==> src/rtl/vc_mul_pkg.sv <==
// Shared helpers for the vertical-crosswise multiplier.
// Assumes operand widths are powers of two, 2 or larger.
package vc_mul_pkg;

    // Width of the full product for a given operand width.
    function automatic int prod_width(input int w);
        return 2 * w;
    endfunction

    // Width of one half-operand at a given recursion level.
    function automatic int half_width(input int w);
        return w / 2;
    endfunction

endpackage

==> src/rtl/vc_cell2.sv <==
// 2x2 base cell: forms a 4-bit product from the vertical terms
// (a0.b0, a1.b1) and the crosswise terms (a0.b1, a1.b0).
// Assumes: purely combinational, unsigned operands.
module vc_cell2 (
    input  logic [1:0] x,
    input  logic [1:0] y,
    output logic [3:0] p
);

    logic v_lo, v_hi, x_lo, x_hi, x_carry;

    // Bit products: the two vertical terms and the two crosswise terms.
    always_comb begin
        v_lo = x[0] & y[0];
        v_hi = x[1] & y[1];
        x_lo = x[0] & y[1];
        x_hi = x[1] & y[0];
    end

    // Crosswise sum forms bit 1; its carry joins the high vertical term.
    always_comb begin
        x_carry = x_lo & x_hi;
        p[0]    = v_lo;
        p[1]    = x_lo ^ x_hi;
        p[2]    = v_hi ^ x_carry;
        p[3]    = v_hi & x_carry;
    end

endmodule

==> src/rtl/vc_rca.sv <==
// Ripple-carry adder of parameter width with carry in and carry out.
// Assumes: W >= 1; the carry chain is a plain linear ripple.
module vc_rca #(
    parameter int W = 4
) (
    input  logic [W-1:0] x,
    input  logic [W-1:0] y,
    input  logic         cin,
    output logic [W-1:0] s,
    output logic         cout
);

    logic [W:0] chain;

    assign chain[0] = cin;

    for (genvar i = 0; i < W; i++) begin : g_bit
        // One full-adder stage of the ripple chain.
        always_comb begin
            s[i]       = x[i] ^ y[i] ^ chain[i];
            chain[i+1] = (x[i] & y[i]) | (chain[i] & (x[i] ^ y[i]));
        end
    end

    assign cout = chain[W];

endmodule

==> src/rtl/vc_mul_node.sv <==
// One level of the recursive multiplier. For W == 2 it is the base
// cell. Otherwise it splits each operand into halves, forms four
// half-width products with child nodes and merges them with three
// W-bit ripple-carry adders.
// Assumes: W is a power of two, 2 or larger.
module vc_mul_node
    import vc_mul_pkg::*;
#(
    parameter int W = 4
) (
    input  logic [W-1:0]   a,
    input  logic [W-1:0]   b,
    output logic [2*W-1:0] p
);

    localparam int H = half_width(W);

    if (W == 2) begin : g_base
        vc_cell2 u_cell (.x(a), .y(b), .p(p));
    end else begin : g_split
        logic [W-1:0] pr_ll, pr_lh, pr_hl, pr_hh;
        logic [W-1:0] cross_s, mid_s, top_s;
        logic [W-1:0] mid_addend, top_addend;
        logic         cross_c, mid_c, top_carry_unused;

        vc_mul_node #(.W(H)) u_ll (.a(a[H-1:0]), .b(b[H-1:0]), .p(pr_ll));
        vc_mul_node #(.W(H)) u_lh (.a(a[H-1:0]), .b(b[W-1:H]), .p(pr_lh));
        vc_mul_node #(.W(H)) u_hl (.a(a[W-1:H]), .b(b[H-1:0]), .p(pr_hl));
        vc_mul_node #(.W(H)) u_hh (.a(a[W-1:H]), .b(b[W-1:H]), .p(pr_hh));

        // Stage 1: sum of the two cross products.
        vc_rca #(.W(W)) u_add_cross (
            .x(pr_lh), .y(pr_hl), .cin(1'b0), .s(cross_s), .cout(cross_c)
        );

        // Upper half of the low-by-low product, aligned for stage 2.
        always_comb mid_addend = {{H{1'b0}}, pr_ll[W-1:H]};

        // Stage 2: cross sum plus the upper half of low-by-low.
        vc_rca #(.W(W)) u_add_mid (
            .x(cross_s), .y(mid_addend), .cin(1'b0), .s(mid_s), .cout(mid_c)
        );

        // The two stage carries share weight 2^H and never both rise,
        // because cross sum plus upper low-by-low stays below 2^(W+1).
        always_comb top_addend = {{(H-1){1'b0}}, cross_c | mid_c, mid_s[W-1:H]};

        // Stage 3: high-by-high plus the remaining middle bits and carry.
        vc_rca #(.W(W)) u_add_top (
            .x(pr_hh), .y(top_addend), .cin(1'b0), .s(top_s), .cout(top_carry_unused)
        );

        // Concatenate the result columns.
        always_comb p = {top_s, mid_s[H-1:0], pr_ll[H-1:0]};
    end

endmodule

==> src/rtl/vc_mult.sv <==
// Top of the unsigned vertical-crosswise multiplier. Combinational;
// the product is twice the operand width.
// Assumes: WIDTH is 4 or 8.
module vc_mult
    import vc_mul_pkg::*;
#(
    parameter int WIDTH = 8
) (
    input  logic [WIDTH-1:0]   op_a,
    input  logic [WIDTH-1:0]   op_b,
    output logic [2*WIDTH-1:0] prod
);

    localparam int PW = prod_width(WIDTH);

    logic [PW-1:0] node_p;

    vc_mul_node #(.W(WIDTH)) u_root (.a(op_a), .b(op_b), .p(node_p));

    // Drive the product port from the root node.
    always_comb prod = node_p;

endmodule

==> config.mk <==
export PLATFORM = sky130hd
export DESIGN_NAME = vc_mult
export DESIGN_NICKNAME = d
export VERILOG_FILES = /design/src/rtl/vc_mul_pkg.sv /design/src/rtl/vc_cell2.sv /design/src/rtl/vc_rca.sv /design/src/rtl/vc_mul_node.sv /design/src/rtl/vc_mult.sv
export SDC_FILE = /design/constraint.sdc
export NUM_CORES = 1
export LEC_CHECK = 0
export ABC_AREA = 1
export BUFFER_PORTS_ARGS = -buffer_cell sky130_fd_sc_hd__buf_2
export CAP_MARGIN = 10
export CORE_MARGIN = 2
export CORE_UTILIZATION = 40
export DETAILED_ROUTE_END_ITERATION = 7
export MAX_ROUTING_LAYER = met4
export PLACE_DENSITY = 0.72
export SLEW_MARGIN = 20
export SYNTH_ARGS = -nofsm -noshare
export SYNTH_HDL_FRONTEND = slang
export SYNTH_SLANG_ARGS = --single-unit
==> constraint.sdc <==
create_clock -name vclk -period 6.24
set_input_delay 0.312 -clock vclk [all_inputs]
set_output_delay 0.312 -clock vclk [all_outputs]
set_load 0.01 [all_outputs]
Word-level counts from Yosys, hierarchy flattened
Index checks and enable logic that the tools add are counted.
- bitwise gates (word level): 386
- operator list (cell ; number):
    $and 1x1->1 ; 201
    $xor 1x1->1 ; 142
    $or 1x1->1 ; 43
- word-level logic and storage cells: 386
- register bits: 0
- input port bits: 16
- output and inout bits: 16

Logic depth before layout (Yosys ltp)
Gate-level depths: netlist of run 1.
- word-level depth: 32
- mapped depth: 31
- gate-level depth less buffers: 30

Hierarchy
From an unflattened synthesis of run 1, not the netlist that was laid out.
- cell total of the unflattened synthesis: 418
- area, all modules: 3080.5 µm²
- modules (own cells, without submodules) (module ; area an instance (µm²) ; times used ; cells each):
    vc_rca (u_root.g_split.u_hh.g_split.u_add_cross ...) ; 117.6 ; 12 ; 14
    vc_cell2 ; 62.6 ; 16 ; 11
    vc_rca (u_root.g_split.u_add_cross ...) ; 197.7 ; 3 ; 18
    vc_mul_node (u_root ...) ; 15.0 ; 5 ; 4

Worst setup path after synthesis of run 1
OpenSTA, ideal clock, no wires.
- path kind: input -> output
- start: in op_a[0]
- end: out prod[15]
- cell stages on the path: 29
- arrival: 6.146 ns
- data required time: 5.928 ns
- setup slack: -0.218 ns
- cells stage by stage: buf_4 -> nand2_1 -> inv_1 -> ha_1 -> inv_1 -> fa_1 -> inv_1 -> fa_1 -> ha_1 -> ha_1 -> fa_1 -> inv_1 -> fa_1 -> inv_1 -> fa_1 -> fa_1 -> ha_1 -> ha_1 -> inv_1 -> fa_1 -> inv_1 -> fa_1 -> fa_1 -> fa_1 -> ha_1 -> ha_1 -> inv_1 -> nand2_1 -> nand2_1
- cells in the longest elaborated chain, start to end: 32
- RTL lines (what ; line ; RTL):
    start, declared ; vc_mult.sv:9 ; input logic [WIDTH-1:0] op_a,
    $and 1x1->1 ; vc_cell2.sv:16 ; x_lo = x[0] & y[1];
    $xor 1x1->1 ; vc_cell2.sv:24 ; p[1] = x_lo ^ x_hi;
    $xor 1x1->1 ; vc_rca.sv:20, vc_rca.sv:21 ;
    $and 1x1->1 / $xor 1x1->1 (equally long branches) ; vc_rca.sv:21, vc_rca.sv:20 ;
    $or 1x1->1 / $xor 1x1->1 (equally long branches) ; vc_rca.sv:21 ; chain[i+1] = (x[i] & y[i]) | (chain[i] & (x[i] ^ y[i]));
    $and 1x1->1 ; vc_rca.sv:21 ;
    $or 1x1->1 ; vc_rca.sv:21 ;
    $xor 1x1->1 / $and 1x1->1 (equally long branches) ; vc_rca.sv:20, vc_rca.sv:21 ;
    (+15 left out) ; - ;
    $and 1x1->1 ; vc_rca.sv:21 ;
    $or 1x1->1 ; vc_rca.sv:21 ;
    $and 1x1->1 ; vc_rca.sv:21 ;
    $or 1x1->1 ; vc_rca.sv:21 ;
    $and 1x1->1 ; vc_rca.sv:21 ;
    $or 1x1->1 (*) ; vc_rca.sv:21 ;
    $and 1x1->1 (*) (2 in series) ; vc_rca.sv:21 ;
    $xor 1x1->1 (*) ; vc_rca.sv:20 ; s[i] = x[i] ^ y[i] ^ chain[i];
    end, declared ; vc_mult.sv:11 ; output logic [2*WIDTH-1:0] prod
Every way passes the cells marked *; elsewhere a longest branch is shown, timed or not.

Worst setup path after layout of run 1
Same ends and word-level chain as after synthesis.

==> key figures, run 1 <==
Synthesis
  • Library cells used by synthesis: 9
  • Mapped Cells: approximately 340
  • Syn nets: 450
  • Yosys warnings: 0
  • Syn_area_per_cell: 7.433 um2
  • Seq/Total Area, Yosys: 0%
  • Mapped cell area: around 2500 um2

Setup path
  • Crit path launch: op_a[0]
  • Cell count along the critical path: 32
  • Slowest stage cell, crit path: fa_1
  • Largest stage delay, worst path: between 0.5 and 0.6 ns
  • Crit path DAT: between 6 and 7 ns
  • CP Class: primary input to output port
  • Crit path required time: roughly 6 ns
  • Startpoint types: primary input
  • Crit path max-delay family: adder cells
  • Crit Path Max Fanout: 4
  • Critical Path Sink Type: output port
  • Worst Path Buf+Inv: 12
  • CP most frequent cell: inv_2

Final layout
  • Final core utilization: 49.47%
  • Post-Layout Cell Count: around 440
  • Layout cells sized above 1: between 20% and 30%
  • N_diodes: 0
  • Sequential cell count: 0
  • Most common cell after layout, fill and taps aside: inv_1
  • Register Area: 0 um2
  • Post-layout instance area: around 2900 um2
  • Layout filler cell count: 572
  • Clock buffers: 0
  • Area occupied by multi-input gates: 1993 um2
  • Final Net Count: 480
  • Most frequent cells in the layout: inv_1, nand2_1, ha_1, fa_1, buf_2
  • Synth-to-layout area growth: 18.34%

Placed design
  • Placed inst area: 2811 um2
  • DP HPWL: 4013 um
  • Port Buffers: 32
  • Placed cell count: about 440
  • Routability cong.: about 0.85

Timing
  • Final Slew Violations: 0
  • Tcrit/Tclk final: 101.4%
  • Final setup violation count: 2
  • Final Hold Fails: 0
  • RSZ-0062 raised after global routing: yes
  • Fmax: about 0.16 GHz
  • Clock period minus worst slack: roughly 6.3 ns
  • Max_slew headroom: ~84%
  • Slew at the pin closest to its max-slew limit: roughly 0.24 ns
  • Final worst-path setup slack: -0.08901 ns

Die
  • Die area: 6872 um2
  • Row count: 28
  • I/O pin total: 32
  • Initial core utilization: 41.81%
  • Die width: approximately 83 um
  • CORE AREA: approximately 6000 um2
  • Die H: between 80 and 90 um

Global routing
  • First-pass GRT wire length: 8611 um
  • Initial antenna violation count: 0
  • Vias in the first global route: about 2000
  • GRT overflow: 0
  • Largest net degree at the start of global routing: 9
  • All-Layer GR Usage: between 10% and 20%

Drt
  • 1st-iter DRT viols: between 60 and 70
  • Met3 routed WL: just over 70 um
  • Vias per inst: 4.192
  • TritonRoute pass-1 iters: 4
  • DR vias: 1836
  • WL/cell: 10.16 um
  • ANT nets after route: 0
  • Met2 Wirelength: 2217 um
  • Routed WL: ~4400 um
  • Met1 wire length: about 2200 um
  • DR top layer: met3
  • DRC violations left: 0

Hold path
  • Min-delay worst type: primary input to output port
  • Hold Startpoint: op_b[0]
  • Hold depth: 4

Power
  • Peak supply drop: about 0.19 mV
  • P_leak: roughly 2 nW
  • Pwr Density: just over 200 nW/um2

Run status
  • Failing checks: setup timing
  • Outcome: finished, violations left

Clock tree
  • CTS Hold Buffers Added: 0

Flow run
  • MaxCap Viol Count: 0
-- final cells by class --
| class | instances | share of cell area, % |
|---|---|---|
| Multi-Input combinational cell | 177 | 67.64 |
| Inverter | 141 | 17.96 |
| Timing Repair Buffer | 45 | 11.21 |
| Tap cell | 75 | 3.185 |
-- path summary, 6_finish.rpt --
| kind | to | slack (ns) |
|---|---|---|
| max | prod[15] | -0.09 |
| min | prod[0] | 0.90 |
-- metrics by stage --
| stage | total power, mW | TNS, ns | hold slack, ns | setup slack [ns] |
|---|---|---|---|---|
| 6_report | 0.6053 | -0.1265 | 0.9049 | -0.08901 |
| 5_1_grt | 0.7056 | -0.5142 | 0.9227 | -0.2792 |
| 4_1_cts | 0.6161 | -0.1735 | 0.9019 | -0.1129 |
| 3_5_place_dp | 0.5944 | -0.5271 | 0.9378 | -0.2578 |
| 3_3_place_gp | 0.5804 | -0.4406 | 0.9407 | -0.2310 |
| 2_1_floorplan | 0.4531 | 0 | 0.8984 | 0.003571 |
-- repair_timing --
action | CTS | global route
resized for setup | 32 | 3
buffers inserted | 1 | 0
endpoints found under the setup margin | 3 | 3
pin swaps | 23 | 0
-- cell usage after synthesis --
cell / number / area, um2
inv_1: 141 / 529.3
nand2_1: 71 / 266.5
ha_1: 61 / 763.2
fa_1: 38 / 760.7
buf_4: 17 / 127.6
nor2_1: 3 / 11.26
xor2_1: 2 / 17.52
nand3_1: 1 / 5.000
xnor2_1: 1 / 8.760
-- tightest hold or removal path, stage by stage --
cell,delay [ns]
buf_6,0.08
nand2_1,0.04
inv_1,0.04
buf_2,0.12
-- cells by family (layout without fill, tap and decap cells) --
family	Yosys count	after routing	synth area share [%]
xor+xnor	3	3	1.055
buf+inv	158	186	26.38
simple gates	75	75	11.36
fa+ha+maj	99	99	61.21
-- power breakdown --
group / internal, mW / switching, mW / leakage [nW] / total, mW
clock: 0 / 0 / 0 / 0
sequential: 0 / 0 / 0 / 0
combinational: 0.289 / 0.316 / 2.00 / 0.605
total: 0.289 / 0.316 / 2.00 / 0.605
-- layer usage --
metal,vias up,global-route usage (%)
met3,0,0.2982
met2,17,25.51
met4,0,0
li1,965,-
met1,854,20.94
met5,-,-
Power figures use the tool's default switching activity.
==> run 2: changes to the inputs <==
--- a/config.mk
+++ b/config.mk
@@ -5,7 +5,6 @@
 export SDC_FILE = /design/constraint.sdc
 export NUM_CORES = 1
 export LEC_CHECK = 0
-export ABC_AREA = 1
 export BUFFER_PORTS_ARGS = -buffer_cell sky130_fd_sc_hd__buf_2
 export CAP_MARGIN = 10
 export CORE_MARGIN = 2
@@ -13,7 +12,6 @@
 export DETAILED_ROUTE_END_ITERATION = 7
 export MAX_ROUTING_LAYER = met4
 export PLACE_DENSITY = 0.72
-export SLEW_MARGIN = 20
 export SYNTH_ARGS = -nofsm -noshare
 export SYNTH_HDL_FRONTEND = slang
 export SYNTH_SLANG_ARGS = --single-unit
==> run 2 against run 1 <==
Compared with the run above: the flow still finishes with violations (setup timing); wire length increased by 4.0%; maximum frequency decreased by 1.5%; core utilization increased by 3.4 points; count of clock-buffer cells in the layout unchanged; setup slack got worse by 0.096 ns; sequential share of layout area unchanged; non-clock buffer count increased by 6; first-iteration DRC count decreased by 86%; synthesized area decreased by 8.7%; critical path depth decreased by 8; via count decreased by 9.7%; largest cell class unchanged.
==> key figures, run 2 <==
Synthesis
  • Syn_area_per_cell: 9.389 um2
  • Top-count cell post-synth: inv_1
  • Library cells used by synthesis: 10
  • Synth top area cells: ha_1, fa_1, and2_1, inv_1, xor3_1
  • Synth top area share: about a third
  • Mapped cell area: around 2300 um2
  • Syn nets: between 300 and 400
  • Seq/Total Area, Yosys: 0%
  • Yosys warnings: 0
  • Mapped Cells: roughly 240
  • Synth top cells by count: inv_1, and2_1, ha_1
  • Cell taking the most area after synthesis: ha_1

Global routing
  • Initial antenna violation count: 0
  • GRT overflow: 0
  • First-pass GRT wire length: 8418 um
  • All-Layer GR Usage: between 10% and 20%
  • Largest net degree at the start of global routing: 9
  • Vias in the first global route: 1887

Setup path
  • CP most frequent cell: fa_1
  • Critical Path Sink Type: output port
  • Crit Path Max Fanout: 6
  • Crit path max-delay family: adder cells
  • Slowest stage cell, crit path: fa_1
  • Worst Path Buf+Inv: 8
  • Crit path required time: between 5 and 6 ns
  • CP Class: primary input to output port
  • Largest stage delay, worst path: 0.49 ns
  • Cell count along the critical path: 24
  • Startpoint types: primary input
  • Crit path DAT: between 6 and 7 ns
  • CP cell instances: buf_2, buf_6, buf_4, and2_1, ha_1, ha_1, inv_1, fa_1, fa_1, inv_1, ha_1, fa_1, inv_1, fa_1, fa_2, fa_1, inv_1, ha_1, fa_2, fa_2, ha_4, ha_4, xor3_1, buf_2

Placed design
  • Port Buffers: 32
  • Placed cell count: 360
  • Routability cong.: approximately 0.8
  • Post-Place Setup Slack: -0.4490 ns
  • Placed inst area: ~2700 um2
  • DP HPWL: between 4000 and 5000 um

Timing
  • Max_slew headroom: 80.58%
  • Final worst-path setup slack: -0.1853 ns
  • Final Hold Fails: 0
  • Slew at the pin closest to its max-slew limit: about 0.29 ns
  • Final Slew Violations: 0
  • Final setup violation count: 2
  • Clock period minus worst slack: around 6.4 ns
  • Tcrit/Tclk final: 103.0%
  • Fmax: ~0.16 GHz
  • RSZ-0062 raised after global routing: yes

Drt
  • ANT nets after route: 0
  • WL/cell: around 13 um
  • 1st-iter DRT viols: 9
  • DRC violations left: 0
  • Vias per inst: 4.555
  • Routed WL: 4627 um
  • DR vias: roughly 1700
  • TritonRoute pass-1 iters: 6

Final layout
  • Post-layout instance area: 2910 um2
  • Clock buffers: 0
  • Post-Layout Cell Count: 364
  • Final Net Count: approximately 400
  • Final core utilization: between 50% and 60%
  • Register Area: 0 um2
  • Synth-to-layout area growth: 28.08%
  • Sequential cell count: 0
  • Layout cells sized above 1: 32.53%
  • Most common cell after layout, fill and taps aside: and2_1
  • Layout filler cell count: ~500
  • N_diodes: 0
  • Most frequent cells in the layout: and2_1, inv_1, ha_1, buf_2, fa_1

Power
  • Pwr Density: around 220 nW/um2
  • Peak supply drop: 0.1948 mV
  • Power, Total: roughly 0.64 mW
  • P_leak: ~1.5 nW

Clock tree
  • CTS Hold Buffers Added: 0

Die
  • Die width: between 70 and 80 um
  • Die area: 6300 um2
  • Initial core utilization: 41.26%
  • I/O pin total: 32
  • CORE AREA: 5507 um2
  • Row count: 27
  • Die H: around 79 um

Hold path
  • Min-delay worst type: primary input to output port
  • Hold depth: 4

Run status
  • Failing checks: setup timing
  • Outcome: finished, violations left

Flow run
  • MaxCap Viol Count: 0
run 2: stage by stage:
stage / hold WS (ns) / setup TNS, ns
2_1_floorplan: 0.8248 / 0
3_3_place_gp: 1.073 / -0.6030
3_5_place_dp: 1.076 / -1.027
4_1_cts: 1.006 / -0.4009
5_1_grt: 1.058 / -0.7602
6_report: 1.045 / -0.2631
run 2: kinds of logic (layout without fill, tap and decap cells):
| logic type | Yosys count | in the layout | synth area share (%) |
|---|---|---|---|
| buffers and inverters | 70 | 120 | 11.73 |
| AND/OR/NAND/NOR | 69 | 69 | 19.00 |
| XOR/XNOR | 4 | 4 | 2.203 |
| adder cells (fa/ha/maj) | 99 | 99 | 67.07 |
run 2: cell type report:
| class | instances | area (um2) | area share (%) |
|---|---|---|---|
| well taps | 72 | 90.09 | 3.095 |
| repair buffers | 51 | 355.3 | 12.21 |
| multi-input cells | 172 | 2203 | 75.71 |
| inverters | 69 | 261.5 | 8.985 |
run 2: metal layers:
layer,track usage [%],vias up,wire length [um]
li1,-,821,-
met1,22.64,817,2141
met2,31.44,18,2398
met3,0.1131,2,59
met4,1.207,0,27
met5,-,-,0
run 2: power breakdown:
part / switching [mW] / total (mW) / internal, mW
sequential: 0 / 0 / 0
clock: 0 / 0 / 0
combinational: 0.324 / 0.635 / 0.311
total: 0.324 / 0.635 / 0.311
run 2: repair_timing:
item	CTS	global route
buffers inserted	4	0
endpoints found under the setup margin	4	4
resized for setup	46	2
pin swaps	12	6
run 2: path summary, 6_finish.rpt:
path / startpoint / end / slack [ns]
worst max-delay path: op_b[2] / prod[15] / -0.19
worst min-delay path: op_b[0] / prod[0] / 1.04
==> run 3: changes to the inputs <==
--- a/config.mk
+++ b/config.mk
@@ -5,7 +5,7 @@
 export SDC_FILE = /design/constraint.sdc
 export NUM_CORES = 1
 export LEC_CHECK = 0
-export BUFFER_PORTS_ARGS = -buffer_cell sky130_fd_sc_hd__buf_2
+export BUFFER_PORTS_ARGS = -buffer_cell sky130_fd_sc_hd__buf_4
 export CAP_MARGIN = 10
 export CORE_MARGIN = 2
 export CORE_UTILIZATION = 40
==> run 3 against run 2 <==
Compared with the run above: the run still ends with setup timing left; flip-flop and latch count is the same; cell count fell by 1.4%; critical path depth up 5; hold slack improved by 0.017 ns; power up 9.4%; via count is 3.0% lower; core utilization shrank 0.64 points; setup slack worse by 0.029 ns; global-route usage is 0.53 points lower; critical endpoint unchanged; highest routed layer unchanged.
==> key figures, run 3 (same netlist as run 2, synthesis figures left out) <==
Timing
  • Max_slew headroom: about 80%
  • Clock period minus worst slack: 6.454 ns
  • Fmax: 0.1549 GHz
  • Final setup violation count: 2
  • Final Hold Fails: 0
  • RSZ-0062 raised after global routing: yes
  • Slew at the pin closest to its max-slew limit: approximately 0.26 ns
  • Final worst-path setup slack: -0.2144 ns
  • Final Slew Violations: 0
  • Tcrit/Tclk final: 103.4%
  • Setup TNS: -0.3068 ns

Die
  • Die area: 6300 um2
  • Die H: 79.37 um
  • Die width: about 80 um
  • I/O pin total: 32
  • Row count: 27
  • Initial core utilization: roughly two fifths
  • CORE AREA: about 5500 um2

Final layout
  • Most common cell after layout, fill and taps aside: and2_1
  • Layout filler cell count: 520
  • Final Net Count: approximately 400
  • Clock buffers: 0
  • N_diodes: 0
  • Final core utilization: 52.22%
  • Layout cells sized above 1: between 20% and 30%
  • Sequential cell count: 0
  • Synth-to-layout area growth: 26.54%
  • Register Area: 0 um2
  • Area occupied by multi-input gates: approximately 2200 um2
  • Most frequent cells in the layout: and2_1, inv_1, ha_1, buf_4, fa_1

Setup path
  • Slowest stage cell, crit path: fa_1
  • Startpoint types: primary input
  • Crit Path Max Fanout: 2
  • CP Class: primary input to output port
  • Largest stage delay, worst path: just under 0.5 ns
  • Cell count along the critical path: 29
  • Worst Path Buf+Inv: 10
  • Crit path DAT: between 6 and 7 ns
  • CP most frequent cell: fa_2
  • Crit path max-delay family: adder cells
  • Crit path required time: roughly 5.9 ns
  • Critical Path Sink Type: output port

Power
  • Switching power share of the total: roughly 47%
  • P_sw: about 0.33 mW
  • Peak supply drop: roughly 0.26 mV
  • Comb pwr share: between 90% and 100%
  • Power, Total: just under 0.7 mW
  • Internal power: approximately 0.37 mW
  • Clock power share: 0%
  • Seq pwr share: 0%
  • Pwr Density: around 240 nW/um2
  • P_leak: between 1.5 and 2 nW

Hold path
  • Hold depth: 4
  • Min-delay worst type: primary input to output port

Global routing
  • GR Util met3: less than 1%
  • Gr busiest metal: met2
  • Met1 Resource Use GR: 21.12%
  • Vias in the first global route: 1853
  • Met2 Resource Use GR: 31.36%
  • First-pass GRT wire length: between 8000 and 9000 um
  • Initial antenna violation count: 0
  • Largest net degree at the start of global routing: 9
  • All-Layer GR Usage: 16.68%
  • GRT overflow: 0

Clock tree
  • Post-CTS Setup Inserts: 0

Drt
  • Vias per inst: 4.482
  • DRC violations left: 0
  • WL/cell: approximately 12 um
  • ANT nets after route: 0
  • Routed WL: about 4500 um
  • 1st-iter DRT viols: 16
  • DR vias: around 1600
  • TritonRoute pass-1 iters: 5

Run status
  • Outcome: finished, violations left
  • Failing checks: setup timing

Placed design
  • Routability cong.: 0.8377
  • Port Buffers: 32
  • DP HPWL: 4068 um

Flow run
  • MaxCap Viol Count: 0
[run 3: changes by cell type in the layout (fill, tap and decap cells not counted)]
cell / previous run / this run
inv_1: 56 / 59
buf_4: 15 / 40
buf_6: 10 / 6
and2_1: 59 / 60
ha_4: 12 / 9
inv_2: 12 / 9
ha_1: 48 / 51
fa_1: 25 / 28
fa_2: 13 / 10
and2_4: 5 / 4
buf_2: 26 / 0
[run 3: worst min-delay path, delay by kind of cell]
kind / cells / cell delay (ns)
buf+inv: 3 / 0.31
simple gates: 1 / 0.12
[run 3: final cells by class]
cell class | count | share of cell area (%)
Inverter | 69 | 9.095
Multi-Input combinational cell | 172 | 74.98
Tap cell | 72 | 3.133
Timing Repair Buffer | 46 | 12.79
[run 3: repair_timing]
item | 4_1_cts | 5_1_grt
endpoints found under the hold margin | 0 | 0
pin swaps | 4 | 0
endpoints found under the setup margin | 4 | 4
gates resized for setup | 26 | 6
hold buffers | 0 | 0
[run 3: routing by layer]
layer  vias to the layer above  share of wire [%]
met1                       776                 46
met5                         -                  0
met2                        22                 51
met4                         0               0.56
li1                        809                  -
met3                         2                2.0
[run 3: power by group through the flow]
stage / combinational, mW / sequential [mW] / clock (mW)
floorplan: 0.382 / 0 / 0
global placement: 0.598 / 0 / 0
detailed placement: 0.618 / 0 / 0
CTS: 0.681 / 0 / 0
global route: 0.788 / 0 / 0
finish: 0.695 / 0 / 0
[run 3: path summary, 6_finish.rpt]
path | startpoint | end | slack, ns
setup / recovery | op_b[2] | prod[15] | -0.21
hold / removal | op_b[0] | prod[0] | 1.06
[run 3: through the flow]
step / hold WS, ns / worst slack, ns / std cells / instance area [um2]
finish: 1.062 / -0.2144 / 359 / 2875
global route: 1.114 / -0.3878 / 359 / 2875
CTS: 1.062 / -0.2586 / 359 / 2849
detailed placement: 1.060 / -0.4637 / 359 / 2745
global placement: 1.061 / -0.3516 / 359 / 2745
floorplan: 0.8248 / 0.006985 / 242 / 2317
